$ cat src/rtl/bip4_pkg.sv
`timescale 1ns/1ps
package bip4_pkg;
  localparam int NIB_W = 4;
  typedef logic [NIB_W-1:0] nib_t;

  // first bit of a nibble (phase 0) belongs to column 3
  function automatic logic [1:0] col_of(input logic [1:0] phase);
    return ~phase;
  endfunction
endpackage

$ cat src/rtl/bip4_frame_pos.sv
`timescale 1ns/1ps
module bip4_frame_pos
  import bip4_pkg::*;
#(
  parameter int FLEN_SHORT = 848,
  parameter int FLEN_LONG  = 1536
) (
  input  logic       clk,
  input  logic       rst,
  input  logic       vld,
  input  logic       sof,
  input  logic       long_sel,
  output logic       in_tail,
  output logic [1:0] tail_col,
  output logic       is_last
);
  localparam int POS_W = $clog2(FLEN_LONG) + 1;
  localparam logic [POS_W-1:0] POS_MAX = '1;
  localparam logic [POS_W-1:0] LEN_S = POS_W'(FLEN_SHORT);
  localparam logic [POS_W-1:0] LEN_L = POS_W'(FLEN_LONG);

  logic [POS_W-1:0] pos_q, cur_pos, flen;

  // position of the bit on the input now; parks at POS_MAX until a marker
  always_comb begin
    if (sof)                 cur_pos = '0;
    else if (pos_q == POS_MAX) cur_pos = POS_MAX;
    else                     cur_pos = pos_q + POS_W'(1);
    flen     = long_sel ? LEN_L : LEN_S;
    in_tail  = (cur_pos >= flen - POS_W'(4)) && (cur_pos < flen);
    is_last  = (cur_pos == flen - POS_W'(1));
    // frame lengths are multiples of 4, so the low bits give the tail phase
    tail_col = col_of(cur_pos[1:0]);
  end

  always_ff @(posedge clk) begin
    if (rst)      pos_q <= POS_MAX;
    else if (vld) pos_q <= cur_pos;
  end

  // a marker restarts the position count
  a_r7_sof_restarts: assert property (@(posedge clk) disable iff (rst)
    (vld && sof) |=> (pos_q == '0));
endmodule

$ cat src/rtl/bip4_col_acc.sv
`timescale 1ns/1ps
module bip4_col_acc
  import bip4_pkg::*;
(
  input  logic clk,
  input  logic rst,
  input  logic vld,
  input  logic sof,
  input  logic take,
  input  logic din,
  output nib_t acc_q
);
  logic [1:0] ph_q, ph_base, col;
  nib_t       acc_n;

  always_comb begin
    ph_base = sof ? 2'd0 : ph_q;
    col     = col_of(ph_base);
  end

  for (genvar k = 0; k < NIB_W; k++) begin : g_col
    assign acc_n[k] = (sof ? 1'b0 : acc_q[k]) ^ (take && din && (col == 2'(k)));
  end

  always_ff @(posedge clk) begin
    if (rst) begin
      acc_q <= '0;
      ph_q  <= 2'd0;
    end else if (vld) begin
      acc_q <= acc_n;
      ph_q  <= take ? ph_base + 2'd1 : ph_base;
    end
  end

  // a marker on a non-payload bit leaves all columns clear
  a_r7_clear_on_sof: assert property (@(posedge clk) disable iff (rst)
    (vld && sof && !take) |=> (acc_q == '0));
  // a bit that is not taken (overhead) leaves the columns unchanged
  a_r5_skip_holds: assert property (@(posedge clk) disable iff (rst)
    (!sof && !take) |=> $stable(acc_q));
endmodule

$ cat src/rtl/bip4_lane.sv
`timescale 1ns/1ps
module bip4_lane
  import bip4_pkg::*;
#(
  parameter int FLEN_SHORT = 848,
  parameter int FLEN_LONG  = 1536
) (
  input  logic       clk,
  input  logic       rst,
  input  logic       par_en,
  input  logic       long_sel,
  input  logic       vld,
  input  logic       sof,
  input  logic       oh,
  input  logic       din,
  output nib_t       acc_q,
  output logic       in_tail,
  output logic [1:0] tail_col,
  output logic       is_last
);
  logic take;

  bip4_frame_pos #(.FLEN_SHORT(FLEN_SHORT), .FLEN_LONG(FLEN_LONG)) u_pos (
    .clk(clk), .rst(rst), .vld(vld), .sof(sof), .long_sel(long_sel),
    .in_tail(in_tail), .tail_col(tail_col), .is_last(is_last)
  );

  // payload only: overhead and the reserved parity nibble are skipped
  assign take = vld && !oh && !(par_en && in_tail);

  bip4_col_acc u_acc (
    .clk(clk), .rst(rst), .vld(vld), .sof(sof), .take(take), .din(din),
    .acc_q(acc_q)
  );
endmodule

$ cat src/rtl/bip4_nibble_par.sv
`timescale 1ns/1ps
module bip4_nibble_par
  import bip4_pkg::*;
#(
  parameter int FLEN_SHORT = 848,
  parameter int FLEN_LONG  = 1536
) (
  input  logic       clk,
  input  logic       rst,
  input  logic       par_en,
  input  logic [1:0] mode,
  input  logic       tx_vld,
  input  logic       tx_sof,
  input  logic       tx_oh,
  input  logic       tx_din,
  output logic       tx_out_vld,
  output logic       tx_out_sof,
  output logic       tx_dout,
  input  logic       rx_vld,
  input  logic       rx_sof,
  input  logic       rx_oh,
  input  logic       rx_din,
  output logic       rx_err
);
  localparam int LANES = 2;
  localparam int TXL   = 0;
  localparam int RXL   = 1;

  logic             long_sel;
  logic [LANES-1:0] l_vld, l_sof, l_oh, l_din, l_tail, l_last;
  logic [1:0]       l_col [LANES];
  nib_t             l_acc [LANES];
  logic [2:0]       cap_q;
  nib_t             rx_seen;

  assign long_sel = (mode == 2'b10) || (mode == 2'b11);
  assign l_vld = {rx_vld, tx_vld};
  assign l_sof = {rx_sof, tx_sof};
  assign l_oh  = {rx_oh,  tx_oh};
  assign l_din = {rx_din, tx_din};

  for (genvar g = 0; g < LANES; g++) begin : g_lane
    bip4_lane #(.FLEN_SHORT(FLEN_SHORT), .FLEN_LONG(FLEN_LONG)) u_lane (
      .clk(clk), .rst(rst), .par_en(par_en), .long_sel(long_sel),
      .vld(l_vld[g]), .sof(l_sof[g]), .oh(l_oh[g]), .din(l_din[g]),
      .acc_q(l_acc[g]), .in_tail(l_tail[g]), .tail_col(l_col[g]),
      .is_last(l_last[g])
    );
  end

  // transmit: forward, with the parity column written over the tail
  always_ff @(posedge clk) begin
    if (rst) begin
      tx_out_vld <= 1'b0;
      tx_out_sof <= 1'b0;
      tx_dout    <= 1'b0;
    end else begin
      tx_out_vld <= tx_vld;
      tx_out_sof <= tx_vld && tx_sof;
      if (tx_vld && par_en && l_tail[TXL]) tx_dout <= l_acc[TXL][l_col[TXL]];
      else                                 tx_dout <= tx_din;
    end
  end

  // receive: gather the tail first-bit-first, compare on the last bit
  assign rx_seen = {cap_q, rx_din};

  always_ff @(posedge clk) begin
    if (rst) begin
      cap_q  <= '0;
      rx_err <= 1'b0;
    end else begin
      if (rx_vld && l_tail[RXL]) cap_q <= {cap_q[1:0], rx_din};
      rx_err <= rx_vld && par_en && l_last[RXL] && (rx_seen != l_acc[RXL]);
    end
  end

  // an error pulse only follows an accepted receive bit
  a_r3_err_after_bit: assert property (@(posedge clk) disable iff (rst)
    rx_err |-> $past(rx_vld));
  // the pulse lasts one cycle
  a_r3_one_cycle: assert property (@(posedge clk) disable iff (rst)
    rx_err |=> !rx_err);
  // no error while parity is disabled
  a_r6_off_no_err: assert property (@(posedge clk) disable iff (rst)
    rx_err |-> $past(par_en));
  // disabled transmit passes every bit through
  a_r6_off_pass: assert property (@(posedge clk) disable iff (rst)
    (tx_vld && !par_en) |=> (tx_dout == $past(tx_din)));
  // strobe is forwarded one cycle later
  a_r2_vld_follow: assert property (@(posedge clk) disable iff (rst)
    tx_vld |=> tx_out_vld);
  // the last bit of a frame closes the tail with column 0
  a_r1_last_col0: assert property (@(posedge clk) disable iff (rst)
    (rx_vld && l_last[RXL]) |-> (l_col[RXL] == 2'd0));
  // the last bit of a transmit frame lies inside its tail
  a_r8_last_in_tail: assert property (@(posedge clk) disable iff (rst)
    (tx_vld && l_last[TXL]) |-> l_tail[TXL]);
endmodule

$ cat config.mk
export PLATFORM = sky130hd
export DESIGN_NAME = bip4_nibble_par
export DESIGN_NICKNAME = d
export VERILOG_FILES = /design/src/rtl/bip4_pkg.sv /design/src/rtl/bip4_frame_pos.sv /design/src/rtl/bip4_col_acc.sv /design/src/rtl/bip4_lane.sv /design/src/rtl/bip4_nibble_par.sv
export SDC_FILE = /design/constraint.sdc
export NUM_CORES = 1
export LEC_CHECK = 0
export BUFFER_PORTS_ARGS = -buffer_cell sky130_fd_sc_hd__buf_2
export CORE_ASPECT_RATIO = 0.75
export CORE_MARGIN = 1.5
export CORE_UTILIZATION = 39
export CTS_BUF_LIST = sky130_fd_sc_hd__clkbuf_8
export DETAILED_ROUTE_END_ITERATION = 8
export PLACE_DENSITY = 0.66
export SYNTH_ARGS = -nofsm -noshare
export SYNTH_HDL_FRONTEND = slang
export SYNTH_SLANG_ARGS = --single-unit
$ cat constraint.sdc
create_clock -name clk -period 6.4 [get_ports clk]
set_input_delay 1.28 -clock clk [delete_from_list [all_inputs] [get_ports clk]]
set_output_delay 1.28 -clock clk [all_outputs]
set_load 0.005 [all_outputs]
After elaboration in Yosys (flattened, before gate mapping)
Cells that the tools add are included.
{ "classes": {"add_sub_neg": 6, "n_reduce_logical": 32, "bitwise_logic": 11, "eq_ne": 12, "magnitude_cmp": 5, "mux": 20} }
{ "op_table": {"columns": ["cell", "count"], "rows": [
  ["two-way mux 12 bit", 4],
  ["logical AND 1 bit", 25],
  ["adder 12 x 1 -> 12 bit, second input constant", 2],
  ["== test 12 bit, second input constant", 2],
  ["greater-or-equal comparator 12 bit", 2],
  ["== test 12 bit", 1],
  ["== test 2 bit, second input constant", 6],
  ["< comparator 12 x 11 -> 1 bit", 1],
  ["< comparator 12 bit", 1],
  ["subtractor 11 x 3 -> 12 bit, second input constant", 1],
  ["subtractor 12 x 1 -> 12 bit, second input constant", 1],
  ["two-way mux 11 bit", 1],
  ["two-way mux 1 bit", 10],
  ["two-way mux 2 bit", 4],
  ["XOR 1 bit", 8],
  ["NOT 2 bit", 3],
  ["adder 2 x 1 -> 2 bit, second input constant", 2],
  ["== test 2 x 1 -> 1 bit, second input constant", 2],
  ["logical NOT 1 bit", 4],
  ["logical NOT 2 bit", 2],
  ["!= test 4 bit", 1],
  ["< comparator 2 x 3 -> 1 bit, second input constant", 1],
  ["binary-select mux 1 bit (select 2 bit)", 1],
  ["logical OR 1 bit", 1]
]} }
{ "word_totals": {"regBits": 43, "out_inout_bits": 4, "wordCells": 97, "in_bits": 13} }

Longest topological paths before layout
Gate-level depths: netlist of run 1.
{ "logic_depth": {"depth_word": 12, "ltp_mapped": 16, "ltp_nobuf": 14} }

By module
Synthesis of run 1 repeated with hierarchy kept, for this count alone.
{ "hier_totals": {"hier_cells": 384, "area_unflattened_um2": 3153.0} }
{ "by_module_without_submodules": {"columns": ["mod", "seq_area_each_um2", "n_inst", "cells_per_inst", "area_per_inst_um2"], "rows": [
  ["bip4_frame_pos (g_lane[1].u_lane.u_pos)", 240.2, 1, 137, 1089.8],
  ["bip4_frame_pos (g_lane[0].u_lane.u_pos)", 240.2, 1, 134, 1076.0],
  ["bip4_col_acc", 120.1, 2, 39, 329.1],
  ["bip4_nibble_par", 140.1, 1, 31, 296.5],
  ["bip4_lane", 0.0, 2, 2, 16.3]
]} }

Least setup slack after synthesis of run 1
No wires, ideal clock.
{ "synth_path": {"path_kind": "input to register", "from": "in rx_sof", "to": "reg g_lane[1].u_lane.u_acc.acc_q[1]", "path_buffers": 3, "stages": 12, "t_arrival_ps": 3684, "slack_ps": 2592, "cell_sequence": "clkbuf_1 > clkbuf_1 > a31oi_1 > o21a_1 > ha_1 > o21ai_0 > a2111oi_0 > a211oi_1 > o2bb2ai_2 > buf_6 > o2111ai_1 > mux2_1"} }
{ "synth_via": {"elab_chain_len": 9} }
{ "synth_lines": {"columns": ["item", "line_no", "rtl"], "rows": [
  ["start, declared", "bip4_nibble_par.sv:20", "input logic rx_sof,"],
  ["two-way mux 12 bit *", "bip4_frame_pos.sv:26", "if (sof) cur_pos = '0;"],
  ["named net g_lane[1].u_lane.u_pos.cur_pos[10]", "bip4_frame_pos.sv:22", "logic [POS_W-1:0] pos_q, cur_pos, flen;"],
  ["greater-or-equal comparator 12 bit / < comparator 12 x 11 -> 1 bit (equally long branches)", "bip4_frame_pos.sv:30", "in_tail = (cur_pos >= flen - POS_W'(4)) && (cur_pos < flen);"],
  ["logical AND 1 bit *", "bip4_frame_pos.sv:30", null],
  ["logical AND 1 bit *", "bip4_lane.sv:29", "assign take = vld && !oh && !(par_en && in_tail);"],
  ["logical NOT 1 bit *", "bip4_lane.sv:29", null],
  ["logical AND 1 bit *", "bip4_lane.sv:29", null],
  ["logical AND 1 bit * (2 in series)", "bip4_col_acc.sv:22", "assign acc_n[k] = (sof ? 1'b0 : acc_q[k]) ^ (take && din && (col == 2'(k)));"],
  ["XOR 1 bit *", "bip4_col_acc.sv:22", null],
  ["end signal, assigned", "bip4_col_acc.sv:30", "acc_q <= acc_n;"],
  ["end, declared", "bip4_col_acc.sv:11", "output nib_t acc_q"]
]} }
The timed path passes the listed nets; every way through them passes the cells marked *.
A chain may end at the register's enable or synchronous reset.

Worst setup path after layout of run 1
{ "layout_path": {"from": "reg g_lane[1].u_lane.u_pos.pos_q[0]", "to": "reg g_lane[1].u_lane.u_acc.acc_q[3]"} }
{ "layout_via": {"elab_chain_len": 11} }
{ "layout_lines": {"columns": ["item", "line_no", "rtl"], "rows": [
  ["start, declared", "bip4_frame_pos.sv:22", null],
  ["start signal, assigned", "bip4_frame_pos.sv:38", "else if (vld) pos_q <= cur_pos;"],
  ["adder 12 x 1 -> 12 bit / == test 12 bit (equally long branches)", "bip4_frame_pos.sv:28, bip4_frame_pos.sv:27", null],
  ["two-way mux 12 bit *", "bip4_frame_pos.sv:27", "else if (pos_q == POS_MAX) cur_pos = POS_MAX;"],
  ["two-way mux 12 bit *", "bip4_frame_pos.sv:26", null],
  ["named net g_lane[1].u_lane.u_pos.cur_pos[10]", "bip4_frame_pos.sv:22", null],
  ["greater-or-equal comparator 12 bit / < comparator 12 x 11 -> 1 bit (equally long branches)", "bip4_frame_pos.sv:30", null],
  ["logical AND 1 bit *", "bip4_frame_pos.sv:30", null],
  ["logical AND 1 bit *", "bip4_lane.sv:29", null],
  ["logical NOT 1 bit *", "bip4_lane.sv:29", null],
  ["logical AND 1 bit *", "bip4_lane.sv:29", null],
  ["logical AND 1 bit * (2 in series)", "bip4_col_acc.sv:22", null],
  ["XOR 1 bit *", "bip4_col_acc.sv:22", null]
]} }
Marked as above.

==> results of run 1 <==
## worst paths after layout
check                                               start                                      endpoint  slack (ns)
max reg2reg  g_lane[1].u_lane.u_pos.pos_q[0]$_SDFFE_PP1P_  g_lane[1].u_lane.u_acc.acc_q[3]$_SDFFE_PP0P_        2.32
min reg2reg   g_lane[0].u_lane.u_acc.ph_q[1]$_SDFFE_PP0P_   g_lane[0].u_lane.u_acc.ph_q[1]$_SDFFE_PP0P_        0.50
min           g_lane[0].u_lane.u_acc.ph_q[1]$_SDFFE_PP0P_   g_lane[0].u_lane.u_acc.ph_q[1]$_SDFFE_PP0P_        0.50
max          g_lane[1].u_lane.u_pos.pos_q[0]$_SDFFE_PP1P_  g_lane[1].u_lane.u_acc.acc_q[3]$_SDFFE_PP0P_        2.32
## Yosys cell counts, types with 5 or more instances
library cell / number
a211o_1: 8
a211oi_1: 9
a21oi_1: 39
a31o_2: 5
a31oi_1: 10
and3_1: 8
buf_2: 7
clkbuf_1: 20
dfxtp_1: 43
ha_1: 26
inv_1: 19
mux2_1: 5
nand2_1: 26
nand2b_1: 12
nand3_1: 16
nand4_1: 7
nor2_1: 30
nor2b_1: 9
nor3_1: 5
o211ai_1: 5
o21ai_0: 15
or2_2: 7
xnor2_1: 6
## power breakdown
part | switching [mW] | internal [mW]
clock network | 0.105 | 0.116
registers | 0.0248 | 0.284
logic | 0.126 | 0.0824
total | 0.256 | 0.482
## flip-flops by register name, indices dropped and copies added, names as in the netlist
name and cells:
g_lane.u_lane.u_pos.pos_q 24, cap_q 3, g_lane.u_lane.u_acc.acc_q 8, tx_out_sof 1
rx_err 1, tx_dout 1, tx_out_vld 1, g_lane.u_lane.u_acc.ph_q 4
## layout make-up
| cell class | count | area, um2 |
|---|---|---|
| clock inverter | 3 | 43.8 |
| tap | 108 | 135 |
| timing repair buffer | 15 | 75.1 |
| multi-input combinational | 327 | 2290 |
| clock buffer | 5 | 68.8 |
| inverter | 19 | 71.3 |
| fill | 832 | 4870 |
| sequential | 43 | 861 |
## per-layer routing
layer / vias up / global-route usage, % / routed length (um)
li1: 1535 / - / -
met4: 0 / 4.08 / 54
met5: - / 0 / 0
met3: 7 / 3.75 / 297
met2: 66 / 24.0 / 3260
met1: 1427 / 27.1 / 4180
## critical path, stage by stage (launching register included)
cell	delay (ns)
dfxtp_1	0.46
ha_1	0.29
and3_1	0.46
nand3_1	0.23
nor2_1	0.22
a31oi_1	0.13
o21a_1	0.16
ha_1	0.32
o21ai_0	0.14
a2111oi_0	0.44
a211oi_1	0.14
o2bb2ai_2	0.43
o2111ai_1	0.22
mux2_1	0.33
## through the flow
stage	total power, mW	std cells	utilization, %
6_report	0.739	520	42.1
2_1_floorplan	0.480	420	-
3_5_place_dp	0.519	512	40.8
3_3_place_gp	0.512	512	40.8
4_1_cts	0.743	520	42.1
5_1_grt	0.782	520	42.1
## cells by family after synthesis
group	count (synthesis)	synth area share, %
flip-flops	43	25.6
buffers and inverters	50	6.43
AO/OA/AOI/OAI	134	28.4
adder cells (fa/ha/maj)	26	9.66
AND/OR/NAND/NOR	148	24.3
multiplexers	11	3.60
XOR/XNOR	8	2.08
==> results.sh, run 1 <==
export IMPL_drt_iter0_drc=116
export IMPL_dr_pass1_iters=5
export IMPL_synth_distinct_cells=65
export IMPL_dpl_hpwl_um=5420
export IMPL_grt_max_degree=54
export IMPL_post_cts_buffers=0
export IMPL_die_w_um=110
export IMPL_endpoint_kind="flop"
export IMPL_synth_edf_count=0
export IMPL_grt_pass1_wl_um=13000
export IMPL_final_common_cell="dfxtp_1"
export IMPL_crit_arrival_ns=4.27
export IMPL_period_needed_ns=4.08
export IMPL_maxCapViolations=0
export IMPL_rsz0062_at_grt="false"
export IMPL_finClkSkew_ns=0.00882
export IMPL_syn_inst=420
export IMPL_cts_clk_slew_worst_paths_ns=0.09
export IMPL_cts_tree="yes"
export IMPL_synth_warning_count=0
export IMPL_cts_resized=0
export IMPL_r2r_cells=13
export IMPL_grt_antenna_before_repair=0
export IMPL_grtUsageTotal_pct=17.4
export IMPL_ys_ff_latch=43
export IMPL_wirelength_um=7780
export IMPL_vias=3035
export IMPL_area_delta_synth_final_pct=5.28
export IMPL_clockBufferDepth=2
export IMPL_final_cell_mix="dfxtp_1 (43), a21oi_1 (39), nor2_1 (30)"
export IMPL_period_share_pct=63.7
export IMPL_fin_nets=450
export IMPL_gp_congestion=0.797
export IMPL_via_per_inst=5.84
export IMPL_grt_pass1_vias=2675
export IMPL_yosys_area_top_type="dfxtp_1"
export IMPL_hold_class="flop to flop"
export IMPL_synth_nets=459
export IMPL_hold_ws_ns=0.502
export IMPL_clk_latency_ns=0.31
export IMPL_run_status="finished clean"
export IMPL_root_buffer="clkbuf_8"
export IMPL_final_area_um2=3540
export IMPL_slew_viol_final=0
export IMPL_powerDensity_nw_per_um2=208
export IMPL_tns_ns=0
export IMPL_holdBufCountCts=0
export IMPL_setup_viol=0
export IMPL_hold_depth=2
export IMPL_portBuffers=15
export IMPL_vdd_ir_drop_max_mv=0.0997
export IMPL_start_kind="flop"
export IMPL_synth_flop_cell="dfxtp_1"
export IMPL_clkSinkCount=43
export IMPL_critPathKind="flop to flop"
export IMPL_place_area_um2=3430
export IMPL_core_um2=8420
export IMPL_wl_per_cell_um=15.0
export IMPL_rows=29
export IMPL_netlist_area_leader_share_pct=25.6
export IMPL_seq_area_frac_synth_pct=25.6
export IMPL_ant_nets=0
export IMPL_fmax_mhz=245
export IMPL_timing_final_ws_setup_ns=2.32
export IMPL_critPathRequiredTime_ns=6.60
export IMPL_initial_utilization_pct=40.0
export IMPL_htree_levels=2
export IMPL_grt_ovfl_total=0
export IMPL_total_leakage_power_nw=1.49
export IMPL_io_pins=17
export IMPL_slew_headroom_pct=38.1
export IMPL_synth_area_leaders="dfxtp_1 (26%), ha_1 (9.7%), a21oi_1 (5.8%), nor2_1 (3.3%), nand2_1 (2.9%)"
export IMPL_crit_fanout=12
export IMPL_die_area_um2=9210
export IMPL_drc=0
export IMPL_synthArstFlopShare_pct=0
export IMPL_die_h_um=83.5
export IMPL_synth_area_um2=3370
export IMPL_hold_viol=0
export IMPL_pre_cts_ws_ns=2.39
export IMPL_n_antenna_cell=0
export IMPL_syn_area_per_cell_um2=8.02
export IMPL_cts_inserted_buffers=5
export IMPL_drive_gt1_share_pct=12.9
export IMPL_worstMarginPinSlew_ns=0.928
Power figures use the tool's default switching activity.
==> run 2, diff against run 1 <==
PLACE_DENSITY = 0.68   (was 0.66)
clock period = 3.7 ns   (was 6.4 ns; I/O delays follow)
==> results.sh, run 2 (synthesis results as in run 1) <==
export IMPL_run_status="finished clean"
export IMPL_wl_per_cell_um=14.5
export IMPL_hold_class="flop to flop"
export IMPL_r2r_slack_ns=0.17
export IMPL_cts_clk_slew_worst_paths_ns=0.09
export IMPL_period_needed_ns=3.53
export IMPL_drt_iter0_drc=169
export IMPL_slew_headroom_pct=36.9
export IMPL_die_w_um=110
export IMPL_crit_fanout=11
export IMPL_gp_congestion=0.841
export IMPL_routedLengthMet1_um=3880
export IMPL_final_common_cell="dfxtp_1"
export IMPL_fillCellCount=844
export IMPL_clkSinkCount=43
export IMPL_fmax_mhz=283
export IMPL_slew_viol_final=0
export IMPL_final_cell_mix="dfxtp_1 (42), a21oi_1 (39), nor2_1 (29)"
export IMPL_drive_gt1_share_pct=15.2
export IMPL_start_kind="flop"
export IMPL_fin_nets=458
export IMPL_core_um2=8420
export IMPL_htree_levels=2
export IMPL_holdCritStartpoint="cap_q[0]$_SDFFE_PP0P_"
export IMPL_drc=0
export IMPL_vias=3046
export IMPL_dr_pass1_iters=4
export IMPL_endpoint_kind="flop"
export IMPL_rows=29
export IMPL_initial_utilization_pct=40.0
export IMPL_slowest_delay_ns=0.49
export IMPL_clk_latency_ns=0.31
export IMPL_n_antenna_cell=0
export IMPL_crit_top_cell="buf_4"
export IMPL_holdBufCountCts=0
export IMPL_hold_viol=0
export IMPL_period_share_pct=95.5
export IMPL_crit_end="g_lane[1].u_lane.u_acc.ph_q[1]$_SDFFE_PP0P_"
export IMPL_crit_path_top_delay_cell="a211oi_1"
export IMPL_met2_length_um=3270
export IMPL_r2r_start="g_lane[1].u_lane.u_pos.pos_q[1]$_SDFFE_PP1P_"
export IMPL_critPathKind="flop to flop"
export IMPL_final_area_um2=3590
export IMPL_largest_register="g_lane.u_lane.u_pos.pos_q"
export IMPL_place_area_um2=3480
export IMPL_grt_pass1_vias=2787
export IMPL_area_delta_synth_final_pct=6.65
export IMPL_cts_inserted_buffers=5
export IMPL_maxCapViolations=0
export IMPL_largest_reg_flops=24
export IMPL_grt_antenna_before_repair=0
export IMPL_total_leakage_power_nw=1.51
export IMPL_vdd_ir_drop_max_mv=0.134
export IMPL_root_buffer="clkbuf_8"
export IMPL_pre_cts_ws_ns=0.0779
export IMPL_cts_tree="yes"
export IMPL_crit_arrival_ns=3.76
export IMPL_io_pins=17
export IMPL_met3_length_um=402
export IMPL_wirelength_um=7640
export IMPL_grt_max_degree=54
export IMPL_die_area_um2=9210
export IMPL_powerDensity_nw_per_um2=342
export IMPL_r2r_end="g_lane[1].u_lane.u_acc.ph_q[1]$_SDFFE_PP0P_"
export IMPL_crit_chain="ha_2, and3_1, buf_4, a311oi_1, a211oi_1, ha_1, nand4b_1, nor2_1, o2111a_1, o211ai_1, o2bb2ai_2, buf_4, buf_4, or3_1, a31oi_1"
export IMPL_grtUsageTotal_pct=17.3
export IMPL_crit_start="g_lane[1].u_lane.u_pos.pos_q[1]$_SDFFE_PP1P_"
export IMPL_dpl_hpwl_um=5420
export IMPL_clockBufferDepth=2
export IMPL_portBuffers=15
export IMPL_grt_pass1_wl_um=13000
export IMPL_grt_ovfl_total=0
export IMPL_die_h_um=83.5
export IMPL_setup_viol=0
export IMPL_r2r_cells=15
export IMPL_hold_ws_ns=0.497
export IMPL_critPathRequiredTime_ns=3.92
export IMPL_ant_nets=0
export IMPL_via_per_inst=5.77
export IMPL_reg_largest_list="g_lane.u_lane.u_pos.pos_q x24, g_lane.u_lane.u_acc.acc_q x8, g_lane.u_lane.u_acc.ph_q x4"
export IMPL_finClkSkew_ns=0.00708
export IMPL_timing_final_ws_setup_ns=0.168
export IMPL_worstMarginPinSlew_ns=0.946
export IMPL_maxUsedRoutingLayer="met4"
==> run 2: power breakdown <==
group	internal, mW	switching [mW]	total, mW	leakage [nW]
clock network	0.135	0.186	0.321	0.0408
registers	0.491	0.0385	0.529	0.354
logic	0.153	0.223	0.376	1.11
==> run 2: repair_timing <==
item,in CTS,in global routing
resized for setup,0,3
setup endpoints to repair,0,9
buffers inserted,0,2
==> run 2: critical path: cells and delay by family (launching register included) <==
kind | cells | cell delay (ns)
AO/OA/AOI/OAI | 6 | 1.29
AND/OR/NAND/NOR | 4 | 0.78
flip-flops | 1 | 0.42
buffers and inverters | 3 | 0.48
adder cells (fa/ha/maj) | 2 | 0.48
==> run 2: routing by layer <==
metal	track usage [%]	vias to the layer above
met5	0	-
met4	4.43	0
met3	3.20	11
met2	26.2	75
met1	25.1	1412
li1	-	1548
==> run 2: area by class of cell <==
type	instances	area (um2)	area share, %
clock buffers	5	68.8	1.92
flip-flops and latches	43	862	24.0
inverters	19	71.3	1.99
well taps	108	135	3.76
repair buffers	23	135	3.76
clock inverters	3	23.8	0.662
multi-input cells	327	2290	63.9
==> run 2: how the worst min path moves through the flow <==
stage,endpoint,slack [ns],cells after the start
2_1_floorplan,g_lane[0].u_lane.u_acc.ph_q[1]$_SDFFE_PP0P_,0.46,2
3_3_place_gp,g_lane[0].u_lane.u_acc.ph_q[1]$_SDFFE_PP0P_,0.48,2
3_5_place_dp,cap_q[1]$_SDFFE_PP0P_,0.49,2
4_1_cts,cap_q[1]$_SDFFE_PP0P_,0.50,2
5_1_grt,cap_q[1]$_SDFFE_PP0P_,0.54,2
6_report,cap_q[1]$_SDFFE_PP0P_,0.50,2
==> run 2: stage by stage <==
step	cells	power, mW	setup TNS, ns	utilization (%)
floorplan	420	0.830	0	-
detailed placement	518	0.905	0	41.3
global route	528	1.30	-0.00282	42.7
global placement	518	0.894	0	41.3
finish	528	1.23	0	42.7
CTS	526	1.23	0	42.4
==> run 3, diff against run 2 <==
PLACE_DENSITY = 0.66   (was 0.68)
clock period = 3.5 ns   (was 3.7 ns; I/O delays follow)
==> results.sh, run 3 (synthesis results as in run 1) <==
export IMPL_run_status="finished clean"
export IMPL_slowest_delay_ns=0.49
export IMPL_rsz0062_at_grt="false"
export IMPL_reg_largest_list="g_lane.u_lane.u_pos.pos_q x24, g_lane.u_lane.u_acc.acc_q x8, g_lane.u_lane.u_acc.ph_q x4"
export IMPL_core_um2=8420
export IMPL_crit_chain="ha_1, and3_1, buf_4, a311oi_2, a211oi_1, ha_1, nand4b_1, nor2_1, o2111a_1, o211ai_1, o2bb2ai_2, buf_4, or3_1, a31oi_1"
export IMPL_endpoint_kind="flop"
export IMPL_grtUsageTotal_pct=18.4
export IMPL_grt_max_degree=54
export IMPL_crit_path_top_delay_cell="a211oi_1"
export IMPL_crit_end="g_lane[1].u_lane.u_acc.ph_q[1]$_SDFFE_PP0P_"
export IMPL_drive_gt1_share_pct=17.8
export IMPL_period_share_pct=95.1
export IMPL_portBuffers=15
export IMPL_fmax_mhz=300
export IMPL_slew_headroom_pct=38.0
export IMPL_cts_inserted_buffers=5
export IMPL_post_cts_buffers=0
export IMPL_worstMarginPinSlew_ns=0.930
export IMPL_hold_class="flop to flop"
export IMPL_maxCapViolations=0
export IMPL_wl_per_cell_um=15.3
export IMPL_largest_reg_flops=24
export IMPL_final_common_cell="dfxtp_1"
export IMPL_start_kind="flop"
export IMPL_r2r_slack_ns=0.17
export IMPL_slew_viol_final=0
export IMPL_largest_register="g_lane.u_lane.u_pos.pos_q"
export IMPL_r2r_end="g_lane[1].u_lane.u_acc.ph_q[1]$_SDFFE_PP0P_"
export IMPL_vdd_ir_drop_max_mv=0.214
export IMPL_hold_ws_ns=0.508
export IMPL_n_antenna_cell=0
export IMPL_drt_iter0_drc=135
export IMPL_io_pins=17
export IMPL_r2r_cells=14
export IMPL_rows=29
export IMPL_period_needed_ns=3.33
export IMPL_cts_clk_slew_worst_paths_ns=0.09
export IMPL_dpl_hpwl_um=5910
export IMPL_tns_ns=0
export IMPL_dr_pass1_iters=4
export IMPL_powerDensity_nw_per_um2=379
export IMPL_final_cell_mix="dfxtp_1 (41), a21oi_1 (39), nor2_1 (30)"
export IMPL_drc=0
export IMPL_die_w_um=110
export IMPL_grt_pass1_wl_um=13700
export IMPL_cts_resized=0
export IMPL_clkSinkCount=43
export IMPL_gp_congestion=0.871
export IMPL_htree_levels=2
export IMPL_cts_tree="yes"
export IMPL_crit_arrival_ns=3.56
export IMPL_grt_ovfl_total=0
export IMPL_hold_viol=0
export IMPL_finClkSkew_ns=0.00595
export IMPL_r2r_start="g_lane[1].u_lane.u_pos.pos_q[1]$_SDFFE_PP1P_"
export IMPL_fin_nets=470
export IMPL_clockBufferDepth=2
export IMPL_area_delta_synth_final_pct=10.3
export IMPL_ant_nets=0
export IMPL_root_buffer="clkbuf_8"
export IMPL_grt_pass1_vias=2883
export IMPL_vias=3159
export IMPL_via_per_inst=5.85
export IMPL_holdBufCountCts=0
export IMPL_crit_start="g_lane[1].u_lane.u_pos.pos_q[1]$_SDFFE_PP1P_"
export IMPL_critPathKind="flop to flop"
export IMPL_initial_utilization_pct=40.0
export IMPL_grt_antenna_before_repair=0
export IMPL_die_h_um=83.5
export IMPL_critPathRequiredTime_ns=3.73
export IMPL_total_leakage_power_nw=1.59
export IMPL_die_area_um2=9210
export IMPL_setup_viol=0
export IMPL_wirelength_um=8240
export IMPL_crit_fanout=11
export IMPL_clk_latency_ns=0.31
==> run 3: report_power, final <==
| part | switching, mW | internal, mW |
|---|---|---|
| Sequential | 0.0400 | 0.519 |
| Clock | 0.203 | 0.217 |
| Combinational | 0.250 | 0.176 |
| Total | 0.493 | 0.912 |
==> run 3: worst min path at each step <==
| stage | end | cells past startpoint | startpoint |
|---|---|---|---|
| 3_3_place_gp | cap_q[2]$_SDFFE_PP0P_ | 2 | cap_q[2]$_SDFFE_PP0P_ |
| 5_1_grt | cap_q[1]$_SDFFE_PP0P_ | 2 | cap_q[0]$_SDFFE_PP0P_ |
| 3_5_place_dp | g_lane[0].u_lane.u_acc.ph_q[1]$_SDFFE_PP0P_ | 2 | g_lane[0].u_lane.u_acc.ph_q[1]$_SDFFE_PP0P_ |
| 6_report | g_lane[0].u_lane.u_acc.ph_q[1]$_SDFFE_PP0P_ | 2 | g_lane[0].u_lane.u_acc.ph_q[1]$_SDFFE_PP0P_ |
| 2_1_floorplan | g_lane[0].u_lane.u_acc.ph_q[1]$_SDFFE_PP0P_ | 2 | g_lane[0].u_lane.u_acc.ph_q[1]$_SDFFE_PP0P_ |
| 4_1_cts | g_lane[0].u_lane.u_acc.ph_q[1]$_SDFFE_PP0P_ | 2 | g_lane[0].u_lane.u_acc.ph_q[1]$_SDFFE_PP0P_ |
==> run 3: final cells by class <==
class	instances	area [um2]
fillers	848	4700
inverters	19	71.3
multi-input cells	327	2300
clock buffers	5	68.8
clock inverters	3	47.5
flip-flops and latches	43	863
well taps	108	135
repair buffers	35	225
==> run 3: layer usage <==
| layer | global-route usage, % | part of all wire, % |
|---|---|---|
| met2 | 27.9 | 44 |
| met1 | 27.3 | 51 |
| met4 | 4.08 | 0.72 |
| met5 | 0 | 0 |
| met3 | 2.73 | 3.4 |
==> run 3: critical path: cells and delay by family (launching register included) <==
kind	cells	cell delay [ns]
simple gates	4	0.76
fa+ha+maj	2	0.43
compound gates	6	1.28
flops	1	0.42
buf+inv	2	0.37
==> run 3: stage by stage <==
step                instance area [um2]  power, mW  setup WS (ns)  util (%)  std cells
floorplan                          3370      0.877          0.239         -        420
global route                       3710       1.48        0.00943      44.1        540
global placement                   3580      0.969          0.244      42.6        532
detailed placement                 3580      0.985          0.186      42.6        532
CTS                                3700       1.40          0.158      43.9        540
finish                             3710       1.41          0.170      44.1        540
